**config.mk**
```make
export PLATFORM = sky130hd
export DESIGN_NAME = ds_pipe
export DESIGN_NICKNAME = d
export VERILOG_FILES = /design/src/rtl/ds_pkg.sv /design/src/rtl/ds_stage.sv /design/src/rtl/ds_flush.sv /design/src/rtl/ds_evcount.sv /design/src/rtl/ds_pipe.sv
export SDC_FILE = /design/constraint.sdc
export NUM_CORES = 1
export LEC_CHECK = 0
export ABC_AREA = 1
export BUFFER_PORTS_ARGS = -buffer_cell sky130_fd_sc_hd__buf_2
export CELL_PAD_IN_SITES_DETAIL_PLACEMENT = 0
export CELL_PAD_IN_SITES_GLOBAL_PLACEMENT = 1
export CORE_MARGIN = 2
export CORE_UTILIZATION = 35
export CTS_CLUSTER_DIAMETER = 120
export DETAILED_ROUTE_END_ITERATION = 8
export PLACE_DENSITY_LB_ADDON = 0.1
export RECOVER_POWER = 50
export SLEW_MARGIN = 20
export SYNTH_ARGS = -nofsm -noshare
export SYNTH_HDL_FRONTEND = slang
export SYNTH_SLANG_ARGS = --single-unit
```
**constraint.sdc**
```tcl
create_clock -name clk -period 4.7 [get_ports clk]
set_input_delay 0.47 -clock clk [delete_from_list [all_inputs] [get_ports clk]]
set_output_delay 0.47 -clock clk [all_outputs]
set_load 0.01 [all_outputs]
```
**src/rtl/ds_pkg.sv**
```systemverilog
package ds_pkg;
  localparam int N_STAGES = 5;
  localparam int PC_W     = 16;
  localparam int DATA_W   = 16;
  localparam int SEL_W    = $clog2(N_STAGES);

  typedef struct packed {
    logic              v;
    logic [PC_W-1:0]   pc;
    logic [DATA_W-1:0] data;
  } slot_t;

  typedef enum logic [1:0] {
    CTL_ADV     = 2'd0,
    CTL_RESTORE = 2'd1,
    CTL_KILL    = 2'd2
  } ctl_e;

  // word produced by fetch for a given PC
  function automatic logic [DATA_W-1:0] fetch_word(input logic [PC_W-1:0] pc);
    logic [DATA_W-1:0] w;
    w = DATA_W'(pc);
    return {w[DATA_W/2-1:0], w[DATA_W-1:DATA_W/2]} ^ DATA_W'(16'h5A3C);
  endfunction

  // work done by stage idx on its upstream word
  function automatic logic [DATA_W-1:0] stage_work(input int unsigned idx,
                                                   input logic [DATA_W-1:0] d);
    return {d[DATA_W-2:0], d[DATA_W-1]} + DATA_W'(idx * 32'h0101);
  endfunction

  // number of stage errors in one cycle
  function automatic logic [SEL_W:0] err_weight(input logic [N_STAGES-1:0] e);
    logic [SEL_W:0] n;
    n = '0;
    for (int i = 0; i < N_STAGES; i++) n = n + (SEL_W+1)'(e[i]);
    return n;
  endfunction
endpackage

```
**src/rtl/ds_stage.sv**
```systemverilog
module ds_stage
  import ds_pkg::*;
(
  input  logic              clk,
  input  logic              rst_n,
  input  slot_t             settled,
  input  logic [DATA_W-1:0] late,
  input  ctl_e              ctl,
  output slot_t             q,
  output logic              err
);
  slot_t shadow;

  always_ff @(posedge clk or negedge rst_n) begin
    if (!rst_n) begin
      q      <= '0;
      shadow <= '0;
    end else begin
      case (ctl)
        CTL_ADV: begin
          q      <= '{v: settled.v, pc: settled.pc, data: settled.data ^ late};
          shadow <= settled;
        end
        CTL_RESTORE: q <= shadow;
        default: begin
          q      <= '0;
          shadow <= '0;
        end
      endcase
    end
  end

  assign err = q.v && (q.data != shadow.data);


  late_hit_chk: assert property (@(posedge clk) disable iff (!rst_n)
    (ctl == CTL_ADV && settled.v && late != '0) |=> err);

  clean_adv_chk: assert property (@(posedge clk) disable iff (!rst_n)
    (ctl == CTL_ADV && late == '0) |=> !err);

  empty_slot_chk: assert property (@(posedge clk) disable iff (!rst_n)
    (ctl == CTL_ADV && !settled.v) |=> !err);

  restore_fix_chk: assert property (@(posedge clk) disable iff (!rst_n)
    (ctl == CTL_RESTORE) |=> (q == $past(shadow)) && !err);
endmodule

```
**src/rtl/ds_flush.sv**
```systemverilog
module ds_flush
  import ds_pkg::*;
(
  input  logic                clk,
  input  logic                rst_n,
  input  logic [N_STAGES-1:0] err_vec,
  output logic                any,
  output logic [SEL_W-1:0]    sel,
  output ctl_e                ctl [N_STAGES]
);
  logic [N_STAGES-1:0] rest_bits;

  always_comb begin
    any = |err_vec;
    sel = '0;
    for (int s = 0; s < N_STAGES; s++)
      if (err_vec[s]) sel = SEL_W'(s);
  end

  for (genvar s = 0; s < N_STAGES; s++) begin : g_ctl
    always_comb begin
      if (!any)                                      ctl[s] = CTL_ADV;
      else if (int'(sel) == s)                       ctl[s] = CTL_RESTORE;
      else if (s < int'(sel) || s == int'(sel) + 1)  ctl[s] = CTL_KILL;
      else                                           ctl[s] = CTL_ADV;
    end
    assign rest_bits[s] = (ctl[s] == CTL_RESTORE);
  end


  oldest_pick_chk: assert property (@(posedge clk) disable iff (!rst_n)
    any |-> (err_vec[sel] && ((err_vec >> sel) == N_STAGES'(1))));

  one_restore_chk: assert property (@(posedge clk) disable iff (!rst_n)
    $countones(rest_bits) == (any ? 1 : 0));
endmodule

```
**src/rtl/ds_evcount.sv**
```systemverilog
module ds_evcount
  import ds_pkg::*;
#(
  parameter int CNT_W = 16
) (
  input  logic                clk,
  input  logic                rst_n,
  input  logic [N_STAGES-1:0] err_vec,
  output logic [CNT_W-1:0]    count
);
  always_ff @(posedge clk or negedge rst_n) begin
    if (!rst_n) count <= '0;
    else        count <= count + CNT_W'(err_weight(err_vec));
  end


  idle_hold_chk: assert property (@(posedge clk) disable iff (!rst_n)
    (err_vec == '0) |=> $stable(count));

  event_bump_chk: assert property (@(posedge clk) disable iff (!rst_n)
    (err_vec != '0) |=> (count != $past(count)));
endmodule

```
**src/rtl/ds_pipe.sv**
```systemverilog
module ds_pipe
  import ds_pkg::*;
#(
  parameter int CNT_W = 16
) (
  input  logic                       clk,
  input  logic                       rst_n,
  input  logic [N_STAGES*DATA_W-1:0] late_mask,
  output logic [N_STAGES-1:0]        stage_v,
  output logic [N_STAGES-1:0]        err_vec,
  output logic                       flush_valid,
  output logic [SEL_W-1:0]           flush_stage,
  output logic [PC_W-1:0]            fetch_pc,
  output logic                       commit_valid,
  output logic [PC_W-1:0]            commit_pc,
  output logic [DATA_W-1:0]          commit_data,
  output logic [CNT_W-1:0]           err_count
);
  localparam int LAST = N_STAGES - 1;

  slot_t            q       [N_STAGES];
  slot_t            settled [N_STAGES];
  ctl_e             ctl     [N_STAGES];
  logic [N_STAGES-1:0] err;
  logic             fl_any;
  logic [SEL_W-1:0] fl_sel;
  logic [PC_W-1:0]  fpc;
  slot_t            commit_q;

  always_comb settled[0] = '{v: 1'b1, pc: fpc, data: fetch_word(fpc)};

  for (genvar s = 1; s < N_STAGES; s++) begin : g_in
    always_comb settled[s] = '{v: q[s-1].v, pc: q[s-1].pc,
                               data: stage_work(s, q[s-1].data)};
  end

  for (genvar s = 0; s < N_STAGES; s++) begin : g_stage
    ds_stage u_stage (
      .clk     (clk),
      .rst_n   (rst_n),
      .settled (settled[s]),
      .late    (late_mask[s*DATA_W +: DATA_W]),
      .ctl     (ctl[s]),
      .q       (q[s]),
      .err     (err[s])
    );
    assign stage_v[s] = q[s].v;
  end

  ds_flush u_flush (
    .clk     (clk),
    .rst_n   (rst_n),
    .err_vec (err),
    .any     (fl_any),
    .sel     (fl_sel),
    .ctl     (ctl)
  );

  ds_evcount #(.CNT_W(CNT_W)) u_count (
    .clk     (clk),
    .rst_n   (rst_n),
    .err_vec (err),
    .count   (err_count)
  );

  always_ff @(posedge clk or negedge rst_n) begin
    if (!rst_n)      fpc <= '0;
    else if (fl_any) fpc <= q[fl_sel].pc + 1'b1;
    else             fpc <= fpc + 1'b1;
  end

  // stabilising register after writeback
  always_ff @(posedge clk or negedge rst_n) begin
    if (!rst_n)                       commit_q <= '0;
    else if (q[LAST].v && !err[LAST]) commit_q <= q[LAST];
    else                              commit_q <= '0;
  end

  assign err_vec      = err;
  assign flush_valid  = fl_any;
  assign flush_stage  = fl_sel;
  assign fetch_pc     = fpc;
  assign commit_valid = commit_q.v;
  assign commit_pc    = commit_q.pc;
  assign commit_data  = commit_q.data;

  // checker state: last committed PC
  logic [PC_W-1:0] last_pc;
  logic            seen;
  always_ff @(posedge clk or negedge rst_n) begin
    if (!rst_n) begin
      last_pc <= '0;
      seen    <= 1'b0;
    end else if (commit_q.v) begin
      last_pc <= commit_q.pc;
      seen    <= 1'b1;
    end
  end


  commit_order_chk: assert property (@(posedge clk) disable iff (!rst_n)
    (commit_valid && seen) |-> (commit_pc == last_pc + 1'b1));

  wb_hold_chk: assert property (@(posedge clk) disable iff (!rst_n)
    err[LAST] |=> !commit_valid);

  for (genvar s = 0; s < N_STAGES; s++) begin : g_chk
    localparam logic [N_STAGES-1:0] LOWM = N_STAGES'((1 << s) - 1);
    if (s < LAST) begin : g_bub

      bubble_after_err_chk: assert property (@(posedge clk) disable iff (!rst_n)
        (fl_any && fl_sel == SEL_W'(s)) |=> !q[s+1].v);
    end

    flush_young_chk: assert property (@(posedge clk) disable iff (!rst_n)
      (fl_any && fl_sel == SEL_W'(s)) |=> ((stage_v & LOWM) == '0));
  end
endmodule

```
==> results of run 1 <==
area by class of cell:
cell class | count | area share (%)
sequential | 387 | 46.9
multi-input combinational | 1177 | 32.7
clock buffer | 67 | 6.44
inverter | 256 | 4.68
timing repair buffer | 193 | 4.62
tap | 672 | 4.07
clock inverter | 12 | 0.594
worst register-to-register path, stage by stage, from the launching register on:
cell and delay, ps:
dfrtp_1 350, inv_1 80, or2_2 270, nand4_1 90, nor4_1 50, buf_4 130, a21oi_1 190, inv_1 70
ha_1 440, fa_1 470, ha_1 210, fa_1 370, ha_1 360, a21oi_1 90, inv_1 50, a31oi_1 60
nor3b_2 230, nand3_1 150, nand3b_1 260, nor4_1 270, xor2_1 170
synthesized netlist by cell type:
cell      number  area, µm²
dfrtp_1      387       9680
nor2_4         3       33.8
o32ai_1        5       43.8
clkbuf_1      44        165
nor3_1         5       25.0
nand4_1       17        106
o211ai_1      11       82.6
nor2_8         2       40.0
o21bai_1       1       7.51
xnor2_1       42        368
nand2_4        5       56.3
nor3_2         1       10.0
nand2_1      343       1290
a21oi_1       27        135
a21boi_0       1       7.51
inv_2         13       48.8
buf_4         16        120
xor2_1       123       1080
clkinv_1       3       11.3
nor3b_1        1       7.51
a21o_1         2       15.0
a31oi_1        1       6.26
fa_1           3       60.1
nand3b_1       2       15.0
a22oi_4        1       21.3
buf_6          3       33.8
nand3_2        1       10.0
buf_2         17       85.1
nand3_1      127        636
o21ai_0       95        475
inv_1        239        897
a21oi_2        4       35.0
inv_4          1       6.26
and3_1         1       6.26
nand2_2        5       31.3
nor2_1       128        480
nor4_1         3       18.8
ha_1          11        138
a32o_1        16        160
o22ai_1      117        732
buf_1         11       41.3
or2_2          9       56.3
a22o_1        58        508
nor2_2         6       37.5
power groups by stage:
| stage | registers (W) | clock network [W] | logic (W) |
|---|---|---|---|
| 6_report | 0.00532 | 0.00345 | 0.00738 |
| 5_1_grt | 0.00547 | 0.00371 | 0.00833 |
| 4_1_cts | 0.00532 | 0.00355 | 0.00753 |
| 3_5_place_dp | 0.00538 | 0 | 0.00748 |
| 3_3_place_gp | 0.00535 | 0 | 0.00745 |
| 2_1_floorplan | 0.00518 | 0 | 0.00536 |
layer usage:
| layer | track usage [%] | vias to the layer above | part of all wire, % |
|---|---|---|---|
| met5 | 0 | - | 0 |
| met4 | 4.93 | 0 | 2.0 |
| met3 | 2.67 | 62 | 3.8 |
| met2 | 28.0 | 236 | 44 |
| met1 | 26.8 | 6244 | 50 |
| li1 | - | 6549 | - |
registers in the layout, indices dropped and copies added, names as in the netlist:
| signal | cells |
|---|---|
| g_stage.u_stage.q | 165 |
| commit_pc | 16 |
| fetch_pc | 16 |
| u_count.count | 16 |
| g_stage.u_stage.shadow | 157 |
| commit_valid | 1 |
| commit_data | 16 |
final timing paths:
kind	slack [ps]	end
max in group asynchronous	980	g_stage[1].u_stage.shadow[23]
max reg2reg	290	u_count.count[15]
min in group asynchronous	1130	commit_data[3]
max	290	u_count.count[15]
min reg2reg	460	g_stage[0].u_stage.shadow[32]
min	130	g_stage[0].u_stage.q[3]
cells by family after synthesis:
kind of cell / count (synthesis) / share of synthesized area, %
and+or+nand+nor: 659 / 16.0
DFF: 387 / 54.3
buffers and inverters: 347 / 7.90
AOI/OAI and AO/OA: 339 / 12.5
xor gates and xnor gates: 165 / 8.11
adders and majority gates: 14 / 1.11
cells in the final DEF (no fill, tap or decap), types with 3 or more instances in the layout:
| cell type | instances |
|---|---|
| fa_1 | 3 |
| nor4_1 | 3 |
| inv_2 | 12 |
| nor3_1 | 5 |
| buf_4 | 27 |
| o22ai_1 | 117 |
| nand3_1 | 127 |
| nand4_1 | 17 |
| nor2_4 | 4 |
| or2_2 | 9 |
| clkinv_2 | 6 |
| a32o_1 | 16 |
| a21oi_1 | 27 |
| o21ai_0 | 95 |
| clkbuf_1 | 82 |
| nand2_4 | 5 |
| a22o_1 | 58 |
| nand2_1 | 342 |
| a21oi_2 | 4 |
| dfrtp_1 | 387 |
| inv_1 | 239 |
| nor2_2 | 7 |
| xnor2_1 | 42 |
| clkinv_1 | 3 |
| clkbuf_16 | 45 |
| xor2_1 | 123 |
| buf_2 | 89 |
| o211ai_1 | 11 |
| nor2_1 | 126 |
| clkbuf_8 | 12 |
| ha_1 | 11 |
| o32ai_1 | 5 |
| nand2_2 | 6 |
metrics by stage:
step	instance area, µm²	power (W)	cells	setup WS [ps]
after detailed placement	19300	0.0129	2684	230
after floorplan	17800	0.0105	1911	421
after global placement	19300	0.0128	2684	250
after CTS	20800	0.0164	2764	206
after global routing	20600	0.0175	2764	43.3
final	20600	0.0161	2764	294
repair_timing:
item / CTS / global route
setup buffers: 0 / 0
hold endpoints to repair: 88 / 0
resized for setup: 0 / 3
setup endpoints to repair: 0 / 4
hold buffers: 1 / 0
==> impl_metrics.py, run 1 <==
metrics = {
    "route": {
        "first_pass_iters": 5,
        "detail_route.vias_per_cell": 4.74,
        "drt-wirelength-per-cell_um": 17.2,
        "route.vias.total": 13100,
        "drt_first_iter_violations": 743,
        "drcViolationCount": 0,
        "routed_wirelength_um": 47500,
        "drtAntennaViolNets": 0,
    },
    "run_status": {
        "outcome": "finished with violations",
        "failed_checks": "max-capacitance violations, max-slew violations",
    },
    "grt": {
        "globalRoute.totalOverflow": 0,
        "first_global_vias": 12900,
        "grt_pass1_wl_um": 74900,
        "grt_start_max_net_pins": 103,
        "global_route.usage.total_pct": 18.2,
        "grt_antenna_before_repair": 0,
    },
    "clocking": {
        "clk_transition_reported_paths_ps": 60,
        "clock_tree.buffer_depth": 3,
        "cts_sinks": 387,
        "cts_inserted_buffers": 44,
        "cts_tree": "yes",
        "htree_levels": 2,
        "worst_skew_pair.late_latency_ps": 580,
        "clk_root_buffer_cell": "clkbuf_16",
    },
    "finish": {
        "layout.area.seq_um2": 9680,
        "area_delta_synth_final_pct": 15.8,
        "area_used_by_multi_input_combinational_logic_um2": 6750,
        "num-nets-final": 2155,
        "drive_above_1_share_pct": 11.7,
        "num_antenna_cells": 0,
        "postLayoutCoreUtil_pct": 41.1,
        "fillCellCount": 5049,
    },
    "timing": {
        "worst_hold_slack_ps": 130,
        "max_clock_freq_mhz": 227,
        "period_share_pct": 93.8,
        "final-max-slew-violation-count": 122,
        "timing.slew.headroom_pct": -53.0,
        "skew_ps": 23.0,
        "setup_repair_after_global_routing_missed_its_margin": "no",
        "fin_crit_ps": 4410,
        "finalSetupViolations": 0,
        "worstMarginPinSlew_ps": 2290,
        "fin_tns_setup_ps": 0,
        "final-hold-violation-count": 0,
    },
    "worst_setup_path": {
        "critical-path-slowest-cell": "fa_1",
        "worst_flop_to_flop_path_startpoint": "g_stage[0].u_stage.q[10]",
        "worstSetupPathDepth": 20,
        "arrival_ps": 4910,
        "cp_cell_sequence": "inv_1, or2_2, nand4_1, nor4_1, buf_4, a21oi_1, inv_1, ha_1, fa_1, ha_1, fa_1, ha_1, a21oi_1, inv_1, a31oi_1, nor3b_2, nand3_1, nand3b_1, nor4_1, xor2_1",
        "critical_path_class": "reg2reg",
        "cp_slowest_stage_delay_ps": 470,
        "timing.critical_path.from": "g_stage[0].u_stage.q[10]",
        "critical_path_required_ps": 5200,
        "worstSetupStartpointType": "register",
        "critical_path.max_fanout": 4,
        "critical_path.top_delay_family": "adder cells",
        "cp_num_buf_inv": 4,
        "cp-end-kind": "register",
        "reg2regPathDepth": 20,
    },
    "yosys": {
        "synth_cells": 1911,
        "yosys_warnings": 0,
        "sequential_element_share_of_the_synthesized_area_pct": 54.3,
        "synth_seq_cells": 387,
        "yosysUniqueCellTypes": 44,
        "synth_area_um2": 17800,
        "synthesis.area_per_instance_um2": 9.33,
        "syn_nets": 2007,
    },
    "pwr": {
        "share_clk_of_total_power_pct": 21.4,
        "power.net_switching_w": 0.00717,
        "sequentialPowerShare_pct": 32.9,
        "power.share.combinational_pct": 45.7,
        "p_per_area_nw_per_um2": 782,
        "power_leakage_nw": 10.0,
        "ir_worst_vdd_uv": 372,
        "swShare_pct": 44.4,
        "intPower_w": 0.00897,
    },
    "floorplan": {
        "ios": 161,
        "die_area_um2": 52700,
        "start_util_pct": 35.5,
        "chipHeight_um": 230,
        "die_w_um": 230,
        "fp-row-count": 82,
        "core_um2": 50200,
    },
    "run": {
        "maxCapViolations": 2,
    },
    "placed_design": {
        "hpwlAfterDp_um": 34300,
        "port_buffers": 160,
        "routability_congestion_estimate": 0.844,
    },
    "hold_path": {
        "hold_path_class": "in2reg",
        "hp-start": "late_mask[3]",
        "min_path_cells": 2,
    },
}
No activity file was read; power rests on OpenSTA's default activity.
==> inputs of run 2 (changes only) <==
- ABC_AREA: 1 -> 0
==> run 2 against run 1 <==
Net effect:
- the run still ends with max-capacitance violations, max-slew violations left
- combinational power shrank 35%
- final cell count shrank 18%
- count of clock-buffer cells in the layout grew 3
- critical path type unchanged
- register-to-register slack gained 80 ps
- hold slack gained 67 ps
- clock skew shrank 6.1 ps
- first-iteration DRC count shrank 8.3%
- largest power group is now registers
==> impl_metrics.py, run 2 <==
metrics = {
    "clocking": {
        "clock_tree.buffer_depth": 3,
        "cts_sinks": 387,
        "post_cts_resize_count": 0,
        "post_cts_buffers": 0,
        "htree_levels": 2,
        "worst_skew_pair.late_latency_ps": 570,
        "clk_root_buffer_cell": "clkbuf_16",
        "cts_inserted_buffers": 44,
        "clk_transition_reported_paths_ps": 60,
        "cts_tree": "yes",
    },
    "floorplan": {
        "die_w_um": 223,
        "ios": 161,
        "chipHeight_um": 223,
        "die_area_um2": 50000,
        "start_util_pct": 35.4,
        "core_um2": 47600,
        "fp-row-count": 80,
    },
    "timing": {
        "final-max-slew-violation-count": 199,
        "max_clock_freq_mhz": 231,
        "fin_tns_setup_ps": 0,
        "skew_ps": 16.9,
        "setup_repair_after_global_routing_missed_its_margin": "no",
        "final-hold-violation-count": 0,
        "timing.slew.headroom_pct": -35.2,
        "worst_hold_slack_ps": 197,
        "fin_crit_ps": 4330,
        "finalSetupViolations": 0,
        "worstMarginPinSlew_ps": 2030,
        "period_share_pct": 92.1,
    },
    "run_status": {
        "outcome": "finished with violations",
        "failed_checks": "max-capacitance violations, max-slew violations",
    },
    "worst_setup_path": {
        "critical_path.most_common_cell": "ha_1",
        "cp-end-kind": "register",
        "critical_path.max_fanout": 6,
        "worstSetupStartpointType": "register",
        "cp_slowest_stage_delay_ps": 570,
        "arrival_ps": 4820,
        "critical_path_class": "reg2reg",
        "critical_path_required_ps": 5190,
        "cp_cell_sequence": "xor2_1, nor4_1, nand2_1, o41ai_1, ha_1, fa_1, ha_1, fa_1, ha_1, a21o_1, a21oi_1, nor2_1, and4_1, nand4_1, xnor2_1",
        "critical-path-slowest-cell": "fa_1",
    },
    "yosys": {
        "synth_ff_type": "dfrtp_1",
        "sequential_element_share_of_the_synthesized_area_pct": 57.4,
        "synthMostInstantiatedCell": "dfrtp_1",
        "yosys.area.top_type_share_pct": 57.4,
        "synth_enable_flop_cells": 0,
        "synthesis.area_per_instance_um2": 11.3,
        "yosysUniqueCellTypes": 53,
        "synth.area.top_cells": "dfrtp_1 (57%), a22o_1 (7.9%), xor2_1 (6.3%)",
        "synth_cells": 1487,
        "synth_area_um2": 16900,
        "async_reset_ff_share_pct": 100,
        "yosysTopAreaCell": "dfrtp_1",
        "yosys_warnings": 0,
        "synth_seq_cells": 387,
        "syn_nets": 1583,
        "ys_top_cells_by_count": "dfrtp_1 (387), o21ai_0 (172), nand2_1 (167), a22o_1 (152), xor2_1 (122)",
    },
    "route": {
        "first_pass_iters": 5,
        "routed_wirelength_um": 45500,
        "detail_route.vias_per_cell": 5.01,
        "route.vias.total": 11400,
        "drtAntennaViolNets": 0,
        "drcViolationCount": 0,
        "drt_first_iter_violations": 681,
        "drt-wirelength-per-cell_um": 20.0,
    },
    "finish": {
        "flip_flop_count_of_the_largest_register_after_layout": 165,
        "postLayoutCellArea_um2": 19700,
        "num_antenna_cells": 0,
        "registers.top_by_ff_count": "g_stage.u_stage.q",
        "layout_commonest_cell": "dfrtp_1",
        "num-nets-final": 1726,
        "layout_top_registers": "g_stage.u_stage.q: 165 flops, g_stage.u_stage.shadow: 157 flops",
        "drive_above_1_share_pct": 13.3,
        "area_delta_synth_final_pct": 16.9,
        "layout.cells.most_common_list": "dfrtp_1 (387), o21ai_0 (171), nand2_1 (167), a22o_1 (152), xor2_1 (122)",
    },
    "pwr": {
        "p_per_area_nw_per_um2": 702,
        "power_leakage_nw": 9.19,
        "ir_worst_vdd_uv": 253,
    },
    "grt": {
        "grt_antenna_before_repair": 0,
        "globalRoute.totalOverflow": 0,
        "global_route.usage.total_pct": 18.7,
        "first_global_vias": 11500,
        "grt_start_max_net_pins": 120,
        "grt_pass1_wl_um": 71400,
    },
    "placed_design": {
        "hpwlAfterDp_um": 31800,
        "placed_cell_area_um2": 18300,
        "port_buffers": 160,
        "routability_congestion_estimate": 0.774,
    },
    "run": {
        "maxCapViolations": 2,
    },
    "hold_path": {
        "hold_path_class": "in2reg",
    },
}
-- run 2: cell types whose count changed after synthesis, sizes merged, moves of 21 or more --
cell,previous run,this run
o21ai,95,176
xnor2,42,118
nand3,128,23
nor2,139,39
and3,1,42
clkbuf,44,65
buf,47,26
a22o,58,152
inv,253,18
o22ai,117,0
nand2,353,167
-- run 2: routing by layer --
metal	wire [µm]	global-route usage, %	up-vias
met3	1640	2.63	51
met4	770	4.82	0
met2	19900	27.4	205
met5	0	0	-
met1	23300	28.8	5686
li1	-	-	5486
-- run 2: critical path, delay by kind of cell, from the launching register on --
family | cells | cell delay, ps
adders and majority gates | 5 | 1790
DFF | 1 | 450
and+or+nand+nor | 5 | 910
AOI/OAI and AO/OA | 3 | 810
xor gates and xnor gates | 2 | 290
-- run 2: timing repair --
| action | CTS | global route |
|---|---|---|
| setup endpoints to repair | 0 | 0 |
| hold endpoints to repair | 76 | 0 |
| hold buffers | 1 | 0 |
-- run 2: area by class of cell --
class	count	area, µm²
flip-flops and latches	387	9680
clock buffers	70	1340
clock inverters	11	141
well taps	615	769
multi-input cells	991	6760
repair buffers	188	947
fillers	4592	27900
inverters	18	67.6
-- run 2: logic make-up after synthesis --
| logic type | after synthesis | share of synthesized area (%) |
|---|---|---|
| flops | 387 | 57.4 |
| simple gates | 341 | 9.65 |
| mux | 15 | 0.890 |
| fa+ha+maj | 14 | 1.17 |
| xor+xnor | 240 | 12.5 |
| compound gates | 381 | 15.5 |
| buf+inv | 109 | 2.89 |
-- run 2: final timing paths --
| path | start | endpoint | slack, ps | depth (start not counted) |
|---|---|---|---|---|
| max reg2reg | g_stage[0].u_stage.q[15] | u_count.count[15] | 370 | 15 |
| max in group asynchronous | rst_n | u_count.count[14] | 930 | 3 |
| min reg2reg | g_stage[2].u_stage.shadow[32] | g_stage[2].u_stage.q[32] | 470 | 2 |
| min | late_mask[6] | g_stage[0].u_stage.q[6] | 200 | 3 |
| min in group asynchronous | rst_n | commit_data[12] | 1030 | 2 |
| max | g_stage[0].u_stage.q[15] | u_count.count[15] | 370 | 15 |
-- run 2: through the flow --
| step | util [%] | setup slack (ps) | power, W | cells |
|---|---|---|---|---|
| after floorplan | - | 122 | 0.00870 | 1487 |
| after global placement | 38.5 | 482 | 0.0104 | 2198 |
| after detailed placement | 38.5 | 385 | 0.0105 | 2198 |
| after CTS | 41.6 | 352 | 0.0141 | 2280 |
| after global routing | 41.4 | 64.7 | 0.0148 | 2280 |
| final | 41.4 | 371 | 0.0138 | 2280 |
-- run 2: report_power, final --
| group | leakage, nW | internal [W] | total (W) | switching (W) |
|---|---|---|---|---|
| clock network | 0.731 | 0.00212 | 0.00351 | 0.00139 |
| registers | 5.14 | 0.00444 | 0.00552 | 0.00108 |
| logic | 3.32 | 0.00191 | 0.00480 | 0.00289 |
| total | 9.19 | 0.00847 | 0.0138 | 0.00536 |
